## src/rtl/nfw_pkg.sv

```systemverilog
package nfw_pkg;

    localparam int NIB_W = 4;

    typedef enum logic [3:0] {
        ST_IDLE,
        ST_ADDR,
        ST_SIZE,
        ST_DATA,
        ST_HTAR,
        ST_HFLT,
        ST_SYNC,
        ST_TTAR,
        ST_TFLT
    } nfw_state_e;

endpackage

```

## src/rtl/nfw_start_detect.sv

```systemverilog
module nfw_start_detect
    import nfw_pkg::*;
#(
    parameter logic [NIB_W-1:0] START_CODE = 4'hE
) (
    input  logic             clk,
    input  logic             rst_n,
    input  logic             frame_n,
    input  logic [NIB_W-1:0] bus_in,
    output logic             start_hit
);

    logic armed_q;

    // Every frame-low clock overwrites the flag, so only the last one counts.
    always_ff @(posedge clk or negedge rst_n) begin
        if (!rst_n) begin
            armed_q <= 1'b0;
        end else if (!frame_n) begin
            armed_q <= (bus_in == START_CODE);
        end else begin
            armed_q <= 1'b0;
        end
    end

    // High in the first frame-high clock after a valid opening (the select clock).
    assign start_hit = armed_q & frame_n;

endmodule

```

## src/rtl/nfw_fsm.sv

```systemverilog
module nfw_fsm
    import nfw_pkg::*;
#(
    parameter int               ADDR_BEATS = 7,
    parameter int               DATA_BEATS = 2,
    parameter logic [NIB_W-1:0] SIZE_CODE  = 4'h0,
    parameter logic [NIB_W-1:0] SYNC_CODE  = 4'h0
) (
    input  logic             clk,
    input  logic             rst_n,
    input  logic             frame_n,
    input  logic [NIB_W-1:0] bus_in,
    input  logic [NIB_W-1:0] id_strap,
    input  logic             start_hit,
    output logic             shift_addr,
    output logic             shift_data,
    output logic [NIB_W-1:0] bus_out,
    output logic             bus_oe,
    output logic             wr_req
);

    localparam int MAX_BEATS = (ADDR_BEATS > DATA_BEATS) ? ADDR_BEATS : DATA_BEATS;
    localparam int BEAT_W    = (MAX_BEATS > 1) ? $clog2(MAX_BEATS) : 1;
    localparam logic [BEAT_W-1:0] ADDR_LAST = BEAT_W'(ADDR_BEATS - 1);
    localparam logic [BEAT_W-1:0] DATA_LAST = BEAT_W'(DATA_BEATS - 1);

    nfw_state_e        state_q, state_d;
    logic [BEAT_W-1:0] beat_q, beat_d;
    logic              abort;

    assign abort = !frame_n && (state_q != ST_IDLE);

    always_comb begin
        state_d = state_q;
        beat_d  = beat_q;
        if (abort) begin
            state_d = ST_IDLE;
            beat_d  = '0;
        end else begin
            unique case (state_q)
                ST_IDLE: begin
                    beat_d = '0;
                    if (start_hit && (bus_in == id_strap)) begin
                        state_d = ST_ADDR;
                    end
                end
                ST_ADDR: begin
                    if (beat_q == ADDR_LAST) begin
                        state_d = ST_SIZE;
                        beat_d  = '0;
                    end else begin
                        beat_d = beat_q + BEAT_W'(1);
                    end
                end
                ST_SIZE: begin
                    state_d = (bus_in == SIZE_CODE) ? ST_DATA : ST_IDLE;
                    beat_d  = '0;
                end
                ST_DATA: begin
                    if (beat_q == DATA_LAST) begin
                        state_d = ST_HTAR;
                        beat_d  = '0;
                    end else begin
                        beat_d = beat_q + BEAT_W'(1);
                    end
                end
                ST_HTAR: state_d = ST_HFLT;
                ST_HFLT: state_d = ST_SYNC;
                ST_SYNC: state_d = ST_TTAR;
                ST_TTAR: state_d = ST_TFLT;
                ST_TFLT: state_d = ST_IDLE;
                default: state_d = ST_IDLE;
            endcase
        end
    end

    always_ff @(posedge clk or negedge rst_n) begin
        if (!rst_n) begin
            state_q <= ST_IDLE;
            beat_q  <= '0;
        end else begin
            state_q <= state_d;
            beat_q  <= beat_d;
        end
    end

    always_comb begin
        bus_oe     = 1'b0;
        bus_out    = '1;
        wr_req     = 1'b0;
        shift_addr = 1'b0;
        shift_data = 1'b0;
        unique case (state_q)
            ST_ADDR: shift_addr = frame_n;
            ST_DATA: shift_data = frame_n;
            ST_SYNC: begin
                bus_oe  = 1'b1;
                bus_out = SYNC_CODE;
                wr_req  = 1'b1;
            end
            ST_TTAR: begin
                bus_oe  = 1'b1;
                bus_out = '1;
            end
            default: begin
                bus_oe = 1'b0;
            end
        endcase
    end

endmodule

```

## src/rtl/nfw_payload.sv

```systemverilog
module nfw_payload
    import nfw_pkg::*;
#(
    parameter int ADDR_W = 28,
    parameter int DATA_W = 8
) (
    input  logic              clk,
    input  logic              rst_n,
    input  logic [NIB_W-1:0]  bus_in,
    input  logic              shift_addr,
    input  logic              shift_data,
    output logic [ADDR_W-1:0] addr,
    output logic [DATA_W-1:0] data
);

    // Address: high nibble first, so shift toward the top.
    generate
        if (ADDR_W == NIB_W) begin : g_addr_one
            always_ff @(posedge clk or negedge rst_n) begin
                if (!rst_n)          addr <= '0;
                else if (shift_addr) addr <= bus_in;
            end
        end else begin : g_addr_shift
            always_ff @(posedge clk or negedge rst_n) begin
                if (!rst_n)          addr <= '0;
                else if (shift_addr) addr <= {addr[ADDR_W-NIB_W-1:0], bus_in};
            end
        end
    endgenerate

    // Data: low nibble first, so shift toward the bottom.
    generate
        if (DATA_W == NIB_W) begin : g_data_one
            always_ff @(posedge clk or negedge rst_n) begin
                if (!rst_n)          data <= '0;
                else if (shift_data) data <= bus_in;
            end
        end else begin : g_data_shift
            always_ff @(posedge clk or negedge rst_n) begin
                if (!rst_n)          data <= '0;
                else if (shift_data) data <= {bus_in, data[DATA_W-1:NIB_W]};
            end
        end
    endgenerate

endmodule

```

## src/rtl/nib_fwwr_target.sv

```systemverilog
module nib_fwwr_target
    import nfw_pkg::*;
#(
    parameter int               ADDR_W     = 28,
    parameter int               DATA_W     = 8,
    parameter logic [3:0]       START_CODE = 4'hE,
    parameter logic [3:0]       SIZE_CODE  = 4'h0,
    parameter logic [3:0]       SYNC_CODE  = 4'h0
) (
    input  logic              clk,
    input  logic              rst_n,
    input  logic              frame_n,
    input  logic [3:0]        bus_in,
    output logic [3:0]        bus_out,
    output logic              bus_oe,
    input  logic [3:0]        id_strap,
    output logic              wr_req,
    output logic [ADDR_W-1:0] wr_addr,
    output logic [DATA_W-1:0] wr_data
);

    localparam int ADDR_BEATS = ADDR_W / NIB_W;
    localparam int DATA_BEATS = DATA_W / NIB_W;

    logic start_hit;
    logic shift_addr;
    logic shift_data;

    nfw_start_detect #(
        .START_CODE (START_CODE)
    ) u_start (
        .clk       (clk),
        .rst_n     (rst_n),
        .frame_n   (frame_n),
        .bus_in    (bus_in),
        .start_hit (start_hit)
    );

    nfw_fsm #(
        .ADDR_BEATS (ADDR_BEATS),
        .DATA_BEATS (DATA_BEATS),
        .SIZE_CODE  (SIZE_CODE),
        .SYNC_CODE  (SYNC_CODE)
    ) u_fsm (
        .clk        (clk),
        .rst_n      (rst_n),
        .frame_n    (frame_n),
        .bus_in     (bus_in),
        .id_strap   (id_strap),
        .start_hit  (start_hit),
        .shift_addr (shift_addr),
        .shift_data (shift_data),
        .bus_out    (bus_out),
        .bus_oe     (bus_oe),
        .wr_req     (wr_req)
    );

    nfw_payload #(
        .ADDR_W (ADDR_W),
        .DATA_W (DATA_W)
    ) u_payload (
        .clk        (clk),
        .rst_n      (rst_n),
        .bus_in     (bus_in),
        .shift_addr (shift_addr),
        .shift_data (shift_data),
        .addr       (wr_addr),
        .data       (wr_data)
    );

endmodule

```

## config.mk

```make
export PLATFORM = sky130hd
export DESIGN_NAME = nib_fwwr_target
export DESIGN_NICKNAME = d
export VERILOG_FILES = /design/src/rtl/nfw_pkg.sv /design/src/rtl/nfw_start_detect.sv /design/src/rtl/nfw_fsm.sv /design/src/rtl/nfw_payload.sv /design/src/rtl/nib_fwwr_target.sv
export SDC_FILE = /design/constraint.sdc
export NUM_CORES = 1
export LEC_CHECK = 0
export ABC_AREA = 1
export ABC_CLOCK_PERIOD_IN_PS = 2450
export CAP_MARGIN = 40
export CORE_MARGIN = 10
export CORE_UTILIZATION = 45
export DETAILED_ROUTE_END_ITERATION = 7
export MAX_ROUTING_LAYER = met4
export PLACE_DENSITY = 0.75
export REMOVE_ABC_BUFFERS = 1
export SLEW_MARGIN = 40
export SYNTH_ARGS = -nofsm -noshare
export SYNTH_HDL_FRONTEND = slang
export SYNTH_SLANG_ARGS = --single-unit
```

## constraint.sdc

```tcl
create_clock -name clk -period 2.45 [get_ports clk]
set_input_delay 0.49 -clock clk [delete_from_list [all_inputs] [get_ports clk]]
set_output_delay 0.49 -clock clk [all_outputs]
set_load 0.05 [all_outputs]
```

# Yosys cells after proc, flatten, opt, wreduce, memory -nomap -nowiden
# Index checks and enable logic that the tools add are counted.
# totals
in_bits,11
latchBits,0
mem_bits_ro,0
ramBits,0
memories,0
word_cells,47
out_inout_bits,42
regBits,44
# classes
n_eq_ne,14
n_mul,0
add_sub_neg,1
reduce_logical,10
shifts,0
order_cmp,0
div,0
bitwise,1
n_mux,16
# ops
operator,n
case mux 4 bit (8 select lines),1
two-way mux 4 bit,5
equality test 4 x 3 -> 1 bit (second input constant),4
two-way mux 3 bit,3
!= test 3 x 1 -> 1 bit (second input constant),3
case mux 3 bit (3 select lines),1
equality test 4 x 2 -> 1 bit (second input constant),2
zero test 4 bit,2
nonzero test 4 bit,2
two-way mux 1 bit,5
equality test 4 x 1 -> 1 bit (second input constant),1
equality test 4 bit,1
equality test 4 bit (second input constant),1
OR reduction 2 bit,2
adder 3 x 1 -> 3 bit (second input constant),1
equality test 3 x 1 -> 1 bit (second input constant),1
equality test 3 bit (second input constant),1
AND reduction 3 bit,1
logical AND 1 bit,2
two-way mux 2 bit,1
AND 1 bit,1
zero test 1 bit,1

# Logic depth before layout (Yosys ltp)
# Gate-level depths: netlist (run 1).
# logic_depth
word_depth,5
ltp_mapped,8
mapped_depth_nobuf,8

# Hierarchy
# Synthesis (run 1) repeated with hierarchy kept, for this count alone.
# hier_totals
cells_unflattened,262
hier_area_um2,2072.0
# modules_own_cells
mod,seq_area_each_um2,cells_each,instances,area_each_um2
nfw_payload,900.9,152,1,1387.6
nfw_fsm,175.2,102,1,624.3
nfw_start_detect,25.0,8,1,60.1

# Worst setup path after synthesis (run 1)
# OpenSTA, ideal clock, no wires.
# synth_path
kind,reg-to-output
start,register u_fsm.state_q[3]
end,output bus_out[1]
setup_slack_ns,-0.208
t_arrival_ns,2.168
required_time_ns,1.960
path_stages_with_launch,6
cell_sequence,dfrtp_1 > nor2_1 > nand2_1 > nor2_1 > inv_1 > buf_4
# synth_between
elab_chain_cells,2
# synth_lines
element,line_no,rtl
"start, declared",nfw_fsm.sv:27,"nfw_state_e state_q, state_d;"
"start signal, assigned",nfw_fsm.sv:82,state_q <= state_d;
equality test 4 x 3 -> 1 bit,nfw_fsm.sv:93,unique case (state_q)
two-way mux 4 bit,nfw_fsm.sv:93,
"end, declared",nib_fwwr_target.sv:14,"output logic [3:0] bus_out,"
# No other way between the ends.

# Worst setup path after layout (run 1)
# layout_path
start,register u_fsm.state_q[3]
end,output bus_out[0]
# The elaborated chain is that of the path after synthesis.

==> out/results.txt, run 1 <==
For the maximum clock path buffer count, the log shows 2. The number of antenna-violating nets in the routed design is 0, and the number of warnings issued by yosys is 0. In the post-synthesis netlist, the biggest area contributors are dfrtp_1 56%, nand2_1 8.8%, o21ai_0 6.6%. The share of synthesized area occupied by flip-flops and latches was 56.1%. Detailed placement ended at an HPWL of 3240 µm. During placement, the flow inserted port buffers numbering 52.

Across all hold checks on the routed design, the worst slack comes to 0.0906 ns. In this run the standard cell core region covers 4120 µm². For this block, the initial DRC count from the detailed router was 84. Setup repair after global routing left no endpoint under its margin. The synthesized design devotes to its leading area cell type 56.1% of total area. The post-CTS clock slew at the launch and capture registers of the worst setup and hold paths works out to 0.08 ns.

In this run the tightest slew margin relative to its limit is 64.6%. The run gives 0.830 as the final estimated routing congestion in global placement. Vias per cell: 4.85.

After detailed routing, the average wire length per cell comes to 13.0 µm. The worst setup path is launched from a flip-flop. Each instance of the synthesized netlist takes up on average 8.72 µm². The synthesized design contains 44 register bits. The run gives 2600 µm² as the total non-filler cell area in the finished layout.

The flow ran to the end, and the final reports show no timing, DRC or antenna violations. The largest area contributor in the netlist is dfrtp_1. The path class of the tightest hold or removal check is input port to asynchronous set/reset pin. The number of max-cap violations was 0. Once the floorplan was initialized, standard cells occupied 47.7% of the core. In this run, CTS created clock tree buffers numbering 5.

The number of antenna diodes in the final layout is 0. The part of the cycle the worst path needs was 89.1%; the post-synth design cell area was 1960 µm². The via count of the first global-routing pass is 1,622. The time the worst path needs with I/O delays and setup was 2.18 ns. For the pin with the worst max-slew slack, the measured transition is 0.529 ns. The run gives 0.29 ns as the insertion delay to the later sink of the worst-skew pair. All-layer global routing usage: 12.1%.

After floorplanning, the core was divided into 23 placement rows. For the maximum resistive drop on vdd, the log shows 0.662 mV. The run gives 2 as the H-tree depth.

The synthesis-to-finish area growth was 32.5%. Based on the critical path, the design can be clocked at up to 458 MHz. The cell chosen for the clock root is clkbuf_8.

The floorplan step defined a die boundary enclosing 7400 µm². The floorplan step set the die width to 86.0 µm. The tools report the count of endpoints failing hold in the final timing report as 0. Post-CTS repair changed the size of 4 cells. The final critical-path setup slack was 0.268 ns. In this run, placement finished with an instance count of 320. For this run the aggregate overflow at the end of global routing stands at 0. The tools report the final-layout setup total negative slack as 0 ns.

The share of final-layout standard cells stronger than drive strength 1 was 7.91%; the total wire length was 4250 µm. The initial antenna violation count is 0, and the number of distinct library cells after synthesis is 22. The count of TritonRoute iterations in the first routing pass is 4.

The logs give 57 for the maximum number of pins on one net before global-route repair and 0 for the total DRC errors in the routed layout. At the worst endpoint, the required time is 1.96 ns. Setup violations remaining at the end of the flow were counted as 0.

Summing all placed instances gives a cell area of 2500 µm². The kind of critical path is flip-flop to primary output. The tools report the wire length of the first global-routing pass as 7310 µm. At the end of the flow, the number of nets in the layout was 288. At the worst endpoint, the arrival time is 1.69 ns. The analysis attributes to cell leakage a power of 1.29 nW. On the final layout, the worst clock skew is 0.00789 ns.

Cells fill 63.2% of the core in the end. The run gives 0 as the max-slew violation total from the final report. OpenSTA, run right after detailed placement, puts the worst setup slack at 0.300 ns. The count of cells in the finished layout, fillers not included, comes to 328. The power per unit of standard cell area is 1570 nW/µm², and the total clock sinks is 44. The design draws 4.09 mW. Kind of capture point of the worst setup path: a primary output. Counting every instance in the synthesized netlist gives 225. Of all nets on the critical path, the largest fanout is 4. Measured along the y axis, the die boundary spans 86.0 µm.

The tools report the hold buffer count at cts as 0. 53 I/O pins were placed. TritonCTS built the clock tree. For this block, the via count after detailed routing is 1,591. The tools report the count of buffers added by post-CTS timing repair for setup as 0.
## layout by cell type (no fill, tap or decap)
cell type,count
nand2_1,46
clkdlybuf4s50_1,45
dfrtp_1,44
inv_1,34
o21ai_0,26
nor2_1,25
a21oi_1,13
nand3_1,12
clkbuf_8,5
dlygate4sd2_1,4
buf_4,4
o22ai_1,2
mux2_4,2
mux2_2,2
nor3_1,1
nor2_2,1
nand3_2,1
xnor2_1,1
nand2_2,1
nor2_4,1
nand4_1,1
nand2_4,1
xor2_1,1
clkinv_2,1
bufinv_16,1
clkbuf_1,1
buf_2,1
buf_12,1
## registers in the layout, indices dropped and copies added (netlist names)
signal,cells
u_fsm.beat_q,3
u_fsm.state_q,4
u_payload.addr,28
u_payload.data,8
u_start.armed_q,1
## layout make-up
| type | count | area, µm² |
|---|---|---|
| fillers | 356 | 1520 |
| inverters | 34 | 128 |
| multi-input cells | 137 | 661 |
| repair buffers | 55 | 541 |
| well taps | 50 | 62.6 |
| clock inverters | 2 | 35.0 |
| flip-flops and latches | 44 | 1100 |
| clock buffers | 6 | 72.6 |
## worst max-delay path: stages (launching register included)
cell,delay (ns)
dfrtp_1,0.41
nor2_1,0.23
nand2_1,0.12
nor2_1,0.14
inv_1,0.08
dlygate4sd2_1,0.43
## report_power, final
group          internal, mW  switching (mW)  leakage [nW]
registers              1.04           0.210         0.542
clock network         0.303           0.231        0.0552
logic                 0.739            1.57         0.688
## per-layer routing
metal / vias to the layer above / track usage, % / wire length, µm
met5: - / - / 0
met4: 0 / 4.34 / 41
met3: 6 / 4.92 / 366
met2: 51 / 19.0 / 1930
met1: 725 / 13.7 / 1920
li1: 809 / - / -
## path summary, 6_finish.rpt
kind / from / to / slack (ns) / cells past startpoint
setup / recovery: u_fsm.state_q[3]$_DFFE_PN0P_ / bus_out[0] / 0.27 / 5
hold reg to reg: u_payload.addr[25]$_DFFE_PN0P_ / u_payload.addr[25]$_DFFE_PN0P_ / 0.49 / 2
max in group asynchronous: rst_n / u_payload.addr[2]$_DFFE_PN0P_ / 1.82 / 2
min in group clk: u_payload.addr[25]$_DFFE_PN0P_ / u_payload.addr[25]$_DFFE_PN0P_ / 0.49 / 2
hold / removal: rst_n / u_payload.addr[18]$_DFFE_PN0P_ / 0.09 / 1
setup reg to reg: u_fsm.state_q[3]$_DFFE_PN0P_ / u_fsm.state_q[1]$_DFFE_PN0P_ / 0.91 / 6
## synthesized netlist by cell type
cell type / number
inv_1: 34
buf_4: 4
xor2_1: 1
a21oi_1: 13
nor2_4: 1
nor2_2: 1
clkbuf_1: 1
nor2_1: 25
mux2_2: 2
buf_2: 2
nand2_2: 1
o21ai_0: 26
mux2_4: 2
buf_6: 3
o22ai_1: 2
xnor2_1: 1
nor3_1: 1
nand2_1: 46
nand2_4: 1
dfrtp_1: 44
nand4_1: 1
nand3_1: 13
## logic make-up (layout without fill, tap and decap cells)
group | count (synthesis) | in the layout | synth area share (%)
xor+xnor | 2 | 2 | 0.893
mux | 4 | 4 | 2.68
simple gates | 90 | 90 | 19.3
compound gates | 41 | 41 | 10.6
buf+inv | 44 | 97 | 10.5
flops | 44 | 44 | 56.1
No activity file was read; power rests on OpenSTA's default activity.
==> inputs of run 2 (changes only) <==
--- a/config.mk
+++ b/config.mk
@@ -7,11 +7,11 @@
 export LEC_CHECK = 0
 export ABC_AREA = 1
-export ABC_CLOCK_PERIOD_IN_PS = 2450
+export ABC_CLOCK_PERIOD_IN_PS = 2190
 export CAP_MARGIN = 40
 export CORE_MARGIN = 10
-export CORE_UTILIZATION = 45
+export CORE_UTILIZATION = 48
 export DETAILED_ROUTE_END_ITERATION = 7
 export MAX_ROUTING_LAYER = met4
-export PLACE_DENSITY = 0.75
+export PLACE_DENSITY = 0.8
 export REMOVE_ABC_BUFFERS = 1
 export SLEW_MARGIN = 40
==> constraint.sdc (replaced) <==
create_clock -name clk -period 2.19 [get_ports clk]
set_input_delay 0.438 -clock clk [delete_from_list [all_inputs] [get_ports clk]]
set_output_delay 0.438 -clock clk [all_outputs]
set_load 0.01 [all_outputs]
==> out/results.txt, run 2 (synthesized netlist as in run 1, its figures left out) <==
The logs give 4 (unchanged) for the count of TritonRoute iterations in the first routing pass and 53 (unchanged) for the number of primary I/O pins. The internal portion of total power is 2.24 mW (+7.6%). The flip-flop count of the largest register after layout was 28 (unchanged); the time the worst path needs with I/O delays and setup was 2.09 ns.

The slew at the pin closest to its max-slew limit came out at 0.469 ns (-0.0602 ns). The dominant delay contributor by cell family on the critical path was buffers and inverters. Share of final-layout standard cells stronger than drive strength 1: 7.19% (-0.72 points). The tools report the final critical-path setup slack as 0.105 ns (-0.163 ns). The maximum number of pins on one net before global-route repair is 57 (unchanged). Total wire length: 4150 µm (-2.4%).

The cell chosen for the clock root was clkbuf_8. The logs give 1.27 nW (-0.94%) for the standby leakage power and 68.7% (+4.1 points) for the normalized max-slew margin. For the maximum resistive drop on vdd, the log shows 0.585 mV (-12%). The library cells used most frequently in the layout, excluding fill and tap cells, are 47 x clkdlybuf4s50_1, 46 x nand2_1, 44 x dfrtp_1. The count of port buffers added during placement was 52 (unchanged); the DRC marker count from the first detailed-route iteration was 119 (+42%).

Max-slew violation total from the final report: 0 (unchanged). The logs give 2 (unchanged) for the H-tree depth and 12.5% (+0.34 points) for the all-layer global routing usage. For the number of setup violations in the final report, the log shows 0 (unchanged).

The maximum fanout along the worst path was 4 (unchanged). The tools report the share of total power in sequential cells as 40.0% (+9.4 points). The horizontal die dimension is 83.9 µm (-2.4%). The share of the core filled with cells in the final layout is 65.5% (+2.3 points), and the insertion delay to the later sink of the worst-skew pair is 0.29 ns (about the same). The core outline area is 3970 µm² (-3.5%), and the wire length of the first global-routing pass is 7200 µm (-1.5%). The detail-routed net length per standard cell was 12.6 µm (-2.4%). STA classifies the critical path startpoint as a flip-flop. More flip-flops sit in one register than any other, and that register is u_payload.addr. The worst min-delay path category was input port to asynchronous set/reset pin. The run gives 14.4% (+1.4 points) as the relative contribution of the clock network to total power. The synthesis-to-finish area growth was 32.5% (unchanged). The count of endpoints failing hold in the final timing report is 0 (unchanged). Static timing analysis puts the maximum clock frequency at 480 MHz. The number of buffer and inverter stages on the critical path came out at 1 (-1). The critical path goes through nor2_4, nand2_1, nor2_1, clkdlybuf4s50_1. Leaving out fill and tap cells, the most frequent cell in the layout is clkdlybuf4s50_1. The final net count was 288 (unchanged); the net switching fraction of the power was 36.0% (-13 points).

The power per unit of standard cell area came out at 1350 nW/µm² (-14%). The worst setup path is of the flip-flop to primary output kind. Setup repair after global routing left no endpoint under its margin. The run gives 0 (unchanged) as the number of antenna-violating nets in the routed design. The half-perimeter wire length of the detailed placement result came out at 3130 µm (-3.3%). Final estimated routing congestion in global placement: 0.844 (+1.7%). The vias per cell is 4.83 (-0.50%). The initial antenna violation count is 0 (unchanged). The tools report the data required time at the worst endpoint as 1.75 ns (-0.21 ns). The logs give 7040 µm² (-4.8%) for the area of the die and 0.313 ns (+0.0135 ns) for the post-placement worst setup slack.

The run gives 0 (unchanged) as the number of max-cap violations. The die height was 83.9 µm (-2.4%). On the critical path, the stage with the largest delay is an instance of clkdlybuf4s50_1. The logs give 1,557 (-4.0%) for the via count of the first global-routing pass and 2 (unchanged) for the maximum clock path buffer count. The run finished with clean final reports. TritonCTS built the clock tree. The kind of capture point of the worst setup path was a primary output.

The starting utilization of the core area was 49.4% (+1.7 points). The final total power is 3.50 mW (-14%), and the part of the cycle the worst path needs is 95.2%. The filler-free cell count of the finished design was 328 (unchanged); the total clock sinks was 44 (unchanged). The tools report the arrival time at the worst endpoint as 1.65 ns (-0.04 ns).

The placed cell area was 2490 µm² (-0.30%); the post-CTS clock slew at the launch and capture registers of the worst setup and hold paths was 0.08 ns (about the same). The tools report the count of inserted antenna diode cells as 0 (unchanged). The total net switching power is 1.26 mW (-37%), and the total non-filler cell area in the finished layout is 2600 µm² (unchanged). Cell count after placement: 320 (unchanged). The delay of the slowest critical-path stage is 0.56 ns (+0.13 ns), and the via total after detailed routing is 1,583 (-0.50%). In the final layout, the registers with the most flip-flops are u_payload.addr x28, u_payload.data x8, u_fsm.state_q x4.

The tools report the total DRC errors in the routed layout as 0 (unchanged). The run gives 0.0917 ns (+0.00107 ns) as the worst hold margin. The part of the power in combinational logic came out at 45.6% (-11 points). The tools report the total of fill cells in the finished design as 333 (-6.5%). The total clock buffers created by CTS is 5 (unchanged), and the overall overflow remaining after global route is 0 (unchanged). The final-layout setup total negative slack is 0 ns (unchanged), and the setup skew after layout is 0.00503 ns (-0.00286 ns).

The tools report the row count as 23 (unchanged).
-- run 2: area by class of cell --
class                      instances  area, µm²  share of cell area (%)
tap                               50       62.6                    2.41
sequential                        44       1100                    42.3
timing repair buffer              55        551                    21.2
multi-input combinational        137        668                    25.7
inverter                          34        128                    4.91
clock buffer                       8       90.1                    3.46
-- run 2: power groups by stage --
stage	logic, mW	clock network [mW]	registers, mW
floorplan	0.629	0	1.54
global placement	1.58	0	1.41
detailed placement	1.62	0	1.42
CTS	1.62	0.525	1.40
global route	1.79	0.553	1.46
finish	1.60	0.505	1.40
-- run 2: repair_timing --
item / CTS / global route
resized for setup: 0 / 6
endpoints found under the setup margin: 0 / 6
setup buffers: 0 / 0
hold buffers: 0 / 0
-- run 2: final timing paths --
kind / to / from / depth (start not counted) / slack (ns)
hold reg to reg: u_payload.addr[27]$_DFFE_PN0P_ / u_payload.addr[27]$_DFFE_PN0P_ / 2 / 0.49
hold / removal: u_payload.addr[8]$_DFFE_PN0P_ / rst_n / 1 / 0.09
setup reg to reg: u_fsm.state_q[1]$_DFFE_PN0P_ / u_fsm.state_q[3]$_DFFE_PN0P_ / 6 / 0.69
max in group asynchronous: u_payload.addr[19]$_DFFE_PN0P_ / rst_n / 2 / 1.65
min in group clk: u_payload.addr[27]$_DFFE_PN0P_ / u_payload.addr[27]$_DFFE_PN0P_ / 2 / 0.49
setup / recovery: wr_req / u_fsm.state_q[3]$_DFFE_PN0P_ / 4 / 0.10
-- run 2: per-layer routing --
| metal | GRT usage, % | share of wire (%) |
|---|---|---|
| met5 | - | 0 |
| met1 | 14.3 | 45 |
| met3 | 5.57 | 8.4 |
| met2 | 19.2 | 45 |
| met4 | 3.65 | 1.1 |
==> inputs of run 3 (changes only) <==
Settings changed: CORE_MARGIN 10 to 2.
==> out/results.txt, run 3 (synthesized netlist as in run 1, its figures left out) <==
The maximum number of pins on one net before global-route repair came out at 57 (unchanged). The run gives 53 (unchanged) as the number of primary I/O pins. The run gives 44 (unchanged) as the total clock sinks. For the number of setup violations in the final report, the log shows 0 (unchanged). Flip-flop count of the largest register after layout: 28 (unchanged). Walking the worst path, the cells encountered are nor2_4, nand2_1, nor2_1, clkdlybuf4s50_1.

The flow ran to the end, and the final reports show no timing, DRC or antenna violations. In the layout the commonest cells are 47 x clkdlybuf4s50_1, 46 x nand2_1, 44 x dfrtp_1. The run gives 0 (unchanged) as the count of buffers added by post-CTS timing repair for setup. Via count of the first global-routing pass: 1,456 (-6.5%). The kind of capture point of the worst setup path is a primary output. The logs give 0 (unchanged) for the hold buffer count at cts and 481 MHz (+0.26%) for the maximum operating frequency.

For the final-layout setup total negative slack, the log shows 0 ns (unchanged). The logs give 0.0102 ns (+0.00518 ns) for the setup skew after layout and 1 (+1) for the post-CTS resize count. The data required time at the worst endpoint is 1.75 ns (about the same).

The standby leakage power was 1.28 nW (+0.36%); the starting utilization of the core area was 49.4% (unchanged). The total clock buffers created by CTS was 5 (unchanged). The tools report the via total after detailed routing as 1,606 (+1.5%).

The core outline area was 3970 µm² (unchanged). In the final layout, the registers with the most flip-flops are u_payload.addr x28, u_payload.data x8, u_fsm.state_q x4. The synthesis-to-finish area growth is 32.5% (unchanged). The run gives 2 (unchanged) as the H-tree depth.

The arrival time at the worst endpoint was 1.64 ns (about the same); the total of fill cells in the finished design was 336 (+0.90%). The tools report the launching element type of the critical path as a flip-flop. The kind of critical path was flip-flop to primary output. The total DRC errors in the routed layout was 0 (unchanged). Row count: 23 (unchanged). TritonCTS built the clock tree. Ranked by flip-flop count, first place goes to u_payload.addr. The horizontal die dimension came out at 67.9 µm (-19%).

The run gives 2490 µm² (unchanged) as the placed cell area. The final estimated routing congestion in global placement is 0.912 (+8.1%). The library cell used most frequently in the layout, excluding fill and tap cells, is clkdlybuf4s50_1. The part of the cycle the worst path needs was 95.0% (-0.24 points).

The number of antenna-violating nets in the routed design was 0 (unchanged); the number of buffer and inverter stages on the critical path was 1 (unchanged). The die height works out to 67.9 µm (-19%). The run gives 2600 µm² (unchanged) as the total non-filler cell area in the finished layout. Setup repair after global routing left no endpoint under its margin.

The worst min-delay path category was input port to asynchronous set/reset pin. The tools report the filler-free cell count of the finished design as 328 (unchanged). Max-slew violation total from the final report: 0 (unchanged). Share of final-layout standard cells stronger than drive strength 1: 7.91% (+0.72 points). The time the worst path needs with I/O delays and setup came out at 2.08 ns (-0.00533 ns). The maximum resistive drop on vdd is 0.530 mV (-9.4%). The cell count of the worst reg-to-reg path works out to 6 (unchanged).

The area of the die is 4610 µm² (-34%). The tools report the wire length of the first global-routing pass as 6600 µm (-8.2%). The half-perimeter wire length of the detailed placement result was 2800 µm (-11%); the post-CTS clock slew at the launch and capture registers of the worst setup and hold paths was 0.08 ns (about the same).

The run gives 0 (unchanged) as the overall overflow remaining after global route. The run gives 69.8% (+1.0 points) as the normalized max-slew margin. The final net count was 288 (unchanged); the power per unit of standard cell area was 1350 nW/µm² (about the same).

The share of the core filled with cells in the final layout is 65.5% (unchanged). Grouping stages by cell kind, the critical path spends the most delay in buffers and inverters. The count of TritonRoute iterations in the first routing pass was 4 (unchanged); the delay of the slowest critical-path stage was 0.55 ns (about the same).

The run gives 0 (unchanged) as the count of inserted antenna diode cells. The logs give 2 (unchanged) for the maximum clock path buffer count and 0 (unchanged) for the initial antenna violation count. Insertion delay to the later sink of the worst-skew pair: 0.30 ns (about the same).

The count of endpoints failing hold in the final timing report was 0 (unchanged); the detail-routed net length per standard cell was 11.6 µm (-7.9%). The run gives 320 (unchanged) as the cell count after placement. The tools report the total wire length as 3820 µm (-7.9%).

Clock tree synthesis selected as its root buffer the cell clkbuf_8. The slew at the pin closest to its max-slew limit is 0.454 ns (-0.0155 ns). The critical path depth came out at 4 (unchanged).

The slowest cell on the critical path was clkdlybuf4s50_1. The count of port buffers added during placement is 52 (unchanged), and the all-layer global routing usage is 20.0% (+7.5 points). The maximum fanout along the worst path was 4 (unchanged). The run gives 190 (+60%) as the DRC marker count from the first detailed-route iteration. The vias per cell is 4.90 (+1.5%), and the number of max-cap violations is 0 (unchanged).
==> run 3: cell types whose count changed in the layout (fill, tap and decap cells not counted) <==
cell,change
clkbuf_1,-2
clkinv_2,+2
buf_2,+1
buf_4,-1
==> run 3: final timing paths <==
check | from | endpoint | slack [ns]
setup / recovery | u_fsm.state_q[3]$_DFFE_PN0P_ | wr_req | 0.11
hold / removal | rst_n | u_payload.addr[8]$_DFFE_PN0P_ | 0.03
setup reg to reg | u_fsm.state_q[3]$_DFFE_PN0P_ | u_fsm.state_q[1]$_DFFE_PN0P_ | 0.67
hold reg to reg | u_payload.addr[25]$_DFFE_PN0P_ | u_payload.addr[25]$_DFFE_PN0P_ | 0.50
max in group asynchronous | rst_n | u_payload.addr[6]$_DFFE_PN0P_ | 1.63
min in group clk | u_payload.addr[25]$_DFFE_PN0P_ | u_payload.addr[25]$_DFFE_PN0P_ | 0.50
==> run 3: power breakdown <==
part	leakage, nW	internal (mW)	switching, mW	total, mW
combinational	0.684	0.818	0.769	1.59
clock	0.0510	0.252	0.267	0.519
sequential	0.542	1.17	0.232	1.40
==> run 3: final cells by class <==
type | count | area (µm²) | share of cell area [%]
clock buffers | 6 | 82.6 | 3.18
clock inverters | 2 | 10.0 | 0.385
inverters | 34 | 128 | 4.91
multi-input cells | 137 | 668 | 25.7
flip-flops and latches | 44 | 1100 | 42.3
well taps | 50 | 62.6 | 2.41
repair buffers | 55 | 548 | 21.1
==> run 3: metal layers <==
layer / global-route usage, % / share of wire (%) / wire (µm)
met2: 30.1 / 47 / 1790
met4: 7.50 / 1.7 / 65
met1: 25.5 / 46 / 1740
met5: - / 0 / 0
met3: 5.92 / 5.8 / 222
==> run 3: stage by stage <==
stage	setup slack, ns	power, mW	hold slack (ns)
after global placement	0.349	2.96	0.349
after global routing	0.0200	3.81	0.0333
after CTS	0.0496	3.53	0.0266
after floorplan	0.250	2.17	0.142
after detailed placement	0.322	3.01	0.351
final	0.110	3.50	0.0275
